`src/rtl/clkout_pkg.sv`:
```
package clkout_pkg;
  typedef enum logic [1:0] {
    MODE_EXT  = 2'd0,
    MODE_INT4 = 2'd1,
    MODE_FRAC = 2'd2
  } div_mode_e;

  function automatic div_mode_e pick_mode(input logic int_en, input logic fdis);
    if (!int_en)   return MODE_EXT;
    else if (fdis) return MODE_INT4;
    else           return MODE_FRAC;
  endfunction
endpackage

```
`src/rtl/clkout_div.sv`:
```
module clkout_div
  import clkout_pkg::*;
#(
  parameter int FRAC_NUM = 6,
  parameter int FRAC_DEN = 25,
  parameter int INT_DIV  = 4,
  parameter int EXT_DIV  = 2
) (
  input  logic clk,
  input  logic por_n,
  input  logic int_demod_en,
  input  logic frac_dis,
  output logic div_q,
  output logic div_fall
);
  localparam int ACC_W = $clog2(FRAC_DEN + 1);
  localparam int SUM_W = ACC_W + 1;

  div_mode_e        mode_q, mode_d;
  logic [ACC_W-1:0] acc_q, step, modv;
  logic [SUM_W-1:0] sum;
  logic             wrap, mode_chg;

  always_comb begin
    mode_d   = pick_mode(int_demod_en, frac_dis);
    mode_chg = (mode_d != mode_q);
    case (mode_q)
      MODE_EXT:  begin step = ACC_W'(1);            modv = ACC_W'(EXT_DIV / 2); end
      MODE_INT4: begin step = ACC_W'(1);            modv = ACC_W'(INT_DIV / 2); end
      default:   begin step = ACC_W'(2 * FRAC_NUM); modv = ACC_W'(FRAC_DEN);    end
    endcase
    sum      = {1'b0, acc_q} + {1'b0, step};
    wrap     = (sum >= {1'b0, modv}) && !mode_chg;
    div_fall = wrap && div_q;
  end

  always_ff @(posedge clk or negedge por_n) begin
    if (!por_n) begin
      mode_q <= MODE_EXT;
      acc_q  <= '0;
      div_q  <= 1'b0;
    end else if (mode_chg) begin
      mode_q <= mode_d;
      acc_q  <= '0;
    end else begin
      acc_q <= wrap ? ACC_W'(sum - {1'b0, modv}) : sum[ACC_W-1:0];
      div_q <= div_q ^ wrap;
    end
  end

  // divide-by-4: a phase never lasts a single cycle
  assert_int4_phase_R2: assert property (@(posedge clk) disable iff (!por_n)
    (mode_q == MODE_INT4 && $past(mode_q) == MODE_INT4 && div_q != $past(div_q))
      |=> $stable(div_q));

  // fractional: minimum phase of two cycles
  assert_frac_phase_R3: assert property (@(posedge clk) disable iff (!por_n)
    (mode_q == MODE_FRAC && $past(mode_q) == MODE_FRAC && div_q != $past(div_q))
      |=> $stable(div_q));
endmodule

```
`src/rtl/clkout_gate.sv`:
```
module clkout_gate #(
  parameter int GUARD_CYCLES = 4
) (
  input  logic clk,
  input  logic por_n,
  input  logic rst_n,
  input  logic intermit_en,
  input  logic rx_off,
  input  logic div_q,
  input  logic div_fall,
  output logic gate_q
);
  localparam int CNT_W = $clog2(GUARD_CYCLES + 1);

  logic [CNT_W-1:0] cnt_q;
  logic             want;

  always_ff @(posedge clk or negedge rst_n) begin
    if (!rst_n)                      cnt_q <= '0;
    else if (!rx_off)                cnt_q <= CNT_W'(GUARD_CYCLES);
    else if (div_fall && cnt_q != 0) cnt_q <= cnt_q - 1'b1;
  end

  always_comb want = !intermit_en || (rst_n && (!rx_off || cnt_q != 0));

  always_ff @(posedge clk or negedge por_n) begin
    if (!por_n)      gate_q <= 1'b0;
    else if (!div_q) gate_q <= want;
  end

  // the gate never moves while the divided clock is high
  assert_gate_low_R8: assert property (@(posedge clk) disable iff (!por_n)
    (gate_q != $past(gate_q)) |-> !$past(div_q));

  // guard expired with receiver off: gate closes at the next low phase
  assert_guard_close_R7: assert property (@(posedge clk) disable iff (!por_n || !rst_n)
    (intermit_en && rx_off && cnt_q == 0 && !div_q) |=> !gate_q);
endmodule

```
`src/rtl/clkout_gen.sv`:
```
module clkout_gen #(
  parameter int FRAC_NUM     = 6,
  parameter int FRAC_DEN     = 25,
  parameter int INT_DIV      = 4,
  parameter int EXT_DIV      = 2,
  parameter int GUARD_CYCLES = 4
) (
  input  logic clk,
  input  logic por_n,
  input  logic rst_n,
  input  logic int_demod_en,
  input  logic frac_dis,
  input  logic out_dis,
  input  logic intermit_en,
  input  logic rx_off,
  output logic clk_out
);
  logic div_q, div_fall, gate_q, out_q;

  clkout_div #(
    .FRAC_NUM(FRAC_NUM), .FRAC_DEN(FRAC_DEN), .INT_DIV(INT_DIV), .EXT_DIV(EXT_DIV)
  ) u_div (
    .clk(clk), .por_n(por_n), .int_demod_en(int_demod_en), .frac_dis(frac_dis),
    .div_q(div_q), .div_fall(div_fall)
  );

  clkout_gate #(.GUARD_CYCLES(GUARD_CYCLES)) u_gate (
    .clk(clk), .por_n(por_n), .rst_n(rst_n), .intermit_en(intermit_en),
    .rx_off(rx_off), .div_q(div_q), .div_fall(div_fall), .gate_q(gate_q)
  );

  always_ff @(posedge clk or negedge por_n) begin
    if (!por_n) out_q <= 1'b0;
    else        out_q <= div_q && gate_q && !out_dis;
  end

  assign clk_out = out_q;

  assert_static_off_R4: assert property (@(posedge clk) disable iff (!por_n)
    out_dis |=> !clk_out);

  assert_rst_hold_R9: assert property (@(posedge clk) disable iff (!por_n)
    (intermit_en && !rst_n && !div_q && $past(intermit_en) && !$past(rst_n)) |=> !gate_q);
endmodule

```
`config.mk`:
```
export PLATFORM = sky130hd
export DESIGN_NAME = clkout_gen
export DESIGN_NICKNAME = d
export VERILOG_FILES = /design/src/rtl/clkout_pkg.sv /design/src/rtl/clkout_div.sv /design/src/rtl/clkout_gate.sv /design/src/rtl/clkout_gen.sv
export SDC_FILE = /design/constraint.sdc
export NUM_CORES = 1
export LEC_CHECK = 0
export BUFFER_PORTS_ARGS = -buffer_cell sky130_fd_sc_hd__buf_2
export CAP_MARGIN = 20
export CORE_ASPECT_RATIO = 0.9
export CORE_MARGIN = 5
export CORE_UTILIZATION = 35
export DETAILED_ROUTE_END_ITERATION = 6
export HOLD_SLACK_MARGIN = 0.03
export PLACE_DENSITY = 0.59
export SYNTH_ARGS = -nofsm -noshare
export SYNTH_HDL_FRONTEND = slang
export SYNTH_SLANG_ARGS = --single-unit
```
`constraint.sdc`:
```
create_clock -name clk -period 8.2 [get_ports clk]
set_input_delay 1.64 -clock clk [delete_from_list [all_inputs] [get_ports clk]]
set_output_delay 1.64 -clock clk [all_outputs]
set_load 0.005 [all_outputs]
```
==> summary.md <==
| Metric | Value |
|---|---|
| Hold WC Path Type | flop to flop |
| DR pass1 iterations | 4 |
| Critical Path RT | between 8000 and 9000 ps |
| Placed wire-length estimate | 1540 um |
| Worst vdd ir | 0.114 mV |
| CP max FO | 14 |
| Clk buf depth | 2 |
| Initial Utilization | 36.3% |
| CP peak stage delay | 680 ps |
| Unrepaired setup endpoints after global routing | no |
| Max Cap Violations | 0 |
| Core area | roughly 2700 um2 |
| Slowest-stage cell, CP | dfrtp_1 |
| Unique cell type count in the Yosys netlist | 44 |
| Number of fill cells | approximately 280 |
| Final period util | ~44% |
| Layout area overhead | 11.0% |
| Final GP Congestion | between 0.8 and 0.9 |
| FFs w/ async S/R, synth | 100% |
| Share of layout cells above drive strength 1 | 18.4% |
| CTS Sinks | 13 |
| WP buf/inv | 1 |
| Family with the most delay on the worst path | adder cells |
| Post-placement setup slack | roughly 4600 ps |
| Internal reg-to-reg setup slack | between 4000 and 5000 ps |
| Worst Path Arrival | 3830 ps |
| Gr ovfl total | 0 |
| Largest net degree at the start of global routing | 15 |
| Die Span Y | 60.4 um |
| Skew final | about 8.4 ps |
| Lkg Pwr | ~0.50 nW |
| Hold_buf cts | 0 |
| Headroom to the max-slew limit | around two thirds |
| Finished Cell Area | 1100 um2 |
| ANT cells | 0 |
| Rows | 18 |
| Hold depth | 2 |
| Post-synthesis sequential area ratio | between 30 and 40% |
| H-tree levels | 1 |
| Worst Tran Pin Value | 525 ps |
| Type of origin of the critical path | flop |
| Synth Area per Inst | about 9.5 um2 |
| Root buffer cell | clkbuf_4 |
| CTS tree | yes |
| Final Setup Violations | 0 |
| Worst path most repeated cell | ha_1 |
| Most frequent cells in the layout | 13 x dfrtp_1, 10 x nand2_1, 9 x ha_1, 8 x buf_2, 7 x nor2_1 |
| Share of the synthesized area in the top cell type | approximately a third |
| Die area | approximately 4000 um2 |
| 1st-iter DRT viols | 6 |
| Synthesized flop and latch total | 13 |
| Cell Pwr Density | 309 nW/um2 |
| Final Critical Period | around 3600 ps |
| Worst-path clk slew | ~90 ps |
| FF-to-FF path depth | 15 |
| CTS-repair resized insts | 0 |
| WL/cell | ~12 um |
| NumNets Final | 133 |
| Initial antenna violation count | 0 |
| Critical path capture point type | flop |
| Synth Cell Area | 988 um2 |
| WL final | between 1500 and 2000 um |
| Total CTS buffers | 3 |
| Worst hold slack | about 490 ps |
| Vias in the first global route | between 700 and 800 |
| Die W | 66.0 um |
| Achievable Freq | approximately 0.27 GHz |
| Port buffer count | 8 |
| Ranking of synthesized cells by area | dfrtp_1 33%, ha_1 11%, mux2i_1 4.1% |
| Total GRT Usage | a little over a tenth |
| DRC violations left | 0 |
| Later-pin clock latency in the skew report | 280 ps |
| Main synth FF type | dfrtp_1 |
| Vias | approximately 740 |
| Setup_tns | 0 ps |
| Setup Crit Path Kind | flop to flop |
| Commonest non-fill, non-tap cell in the layout | dfrtp_1 |
| IO Count | 9 |
| Mapped Cells | between 100 and 150 |
| Pins over their slew limit | 0 |
| Cell Chain, Critical Path | inv_1 > ha_1 > ha_1 > maj3_1 > a21oi_1 > xnor2_1 > ha_1 > o21ai_0 > a21oi_4 > nor2_4 > nor2_1 > ha_1 > and2_1 > nor2_1 > a211oi_1 |
| Total nets after synthesis | about 120 |
| Final Hold Fails | 0 |
| Number of flops mapped to enable cells by yosys | 0 |
| Post-CTS Setup Bufs | 0 |
| Via-to-Cell Ratio | 4.80 |
| Placement-stage cell area | 1070 um2 |
| Overall power | 0.340 mW |
| Global-route wire length before repair | roughly 3300 um |
| Status | completed |
| Cell taking the most area after synthesis | dfrtp_1 |
| Yosys warns | 0 |
| Post-route ant nets | 0 |
| WP depth | 15 |
| PnR worst setup slack | approximately 4600 ps |
[sequential cells by signal, summed over array words and instances, names as in the netlist]
signal / count
clk_out: 1
u_div.acc_q: 5
u_div.div_q: 1
u_div.mode_q: 2
u_gate.cnt_q: 3
u_gate.gate_q: 1
[kinds of logic (layout without fill, tap and decap cells)]
kind of cell | after synthesis | after routing | share of synthesized area [%]
compound gates | 22 | 22 | 15.7
xor+xnor | 6 | 6 | 6.71
fa+ha+maj | 11 | 11 | 14.4
buf+inv | 9 | 19 | 3.54
flops | 13 | 13 | 32.9
mux | 6 | 6 | 6.33
simple gates | 37 | 37 | 20.4
[cell usage after synthesis (3+ instances only)]
library cell	instances
a21oi_1	5
dfrtp_1	13
ha_1	9
inv_1	4
mux2i_1	4
nand2_1	10
nand3_1	3
nor2_1	7
nor2b_1	3
nor3_1	3
o21ai_0	4
xnor2_1	4
[metal layers]
metal	up-vias	wire length [um]	GRT usage [%]
met2	7	817	17.9
li1	385	-	-
met3	2	46	1.30
met4	0	25	4.35
met1	345	933	14.3
met5	-	0	0
[power by group]
| part | internal [mW] | total, mW | leakage, nW | switching, mW |
|---|---|---|---|---|
| Clock | 0.0181 | 0.0406 | 0.0177 | 0.0225 |
| Sequential | 0.0842 | 0.102 | 0.164 | 0.0181 |
| Combinational | 0.0955 | 0.197 | 0.316 | 0.101 |
[final timing paths]
kind | start | end
setup / recovery | u_div.mode_q[1] | u_gate.cnt_q[1]
hold / removal | u_gate.gate_q | clk_out
setup reg to reg | u_div.mode_q[1] | u_gate.cnt_q[1]
hold reg to reg | u_gate.gate_q | clk_out
max in group asynchronous | por_n | u_div.acc_q[3]
min in group asynchronous | rst_n | u_gate.cnt_q[1]
[stage by stage]
step / utilization [%] / cells
final: 40.3 / 154
after CTS: 40.3 / 154
after global routing: 40.3 / 154
after detailed placement: 39.3 / 150
after floorplan: - / 104
after global placement: 39.3 / 150
[worst reg2reg max path, delay by kind of cell (launching register included)]
| family | cells | cell delay [ps] |
|---|---|---|
| and+or+nand+nor | 4 | 430 |
| xor gates and xnor gates | 1 | 130 |
| DFF | 1 | 680 |
| adders and majority gates | 5 | 1370 |
| buffers and inverters | 1 | 130 |
| AOI/OAI and AO/OA | 4 | 830 |
[layout make-up]
cell class	instances	area (um2)	area share (%)
Timing Repair Buffer	8	40.0	3.65
Tap cell	40	50.0	4.56
Clock buffer	3	22.5	2.05
Inverter	7	26.3	2.39
Clock inverter	1	5.00	0.456
Sequential cell	13	325	29.6
Multi-Input combinational cell	82	628	57.2
Note: power is estimated with default switching activity, not from simulation.
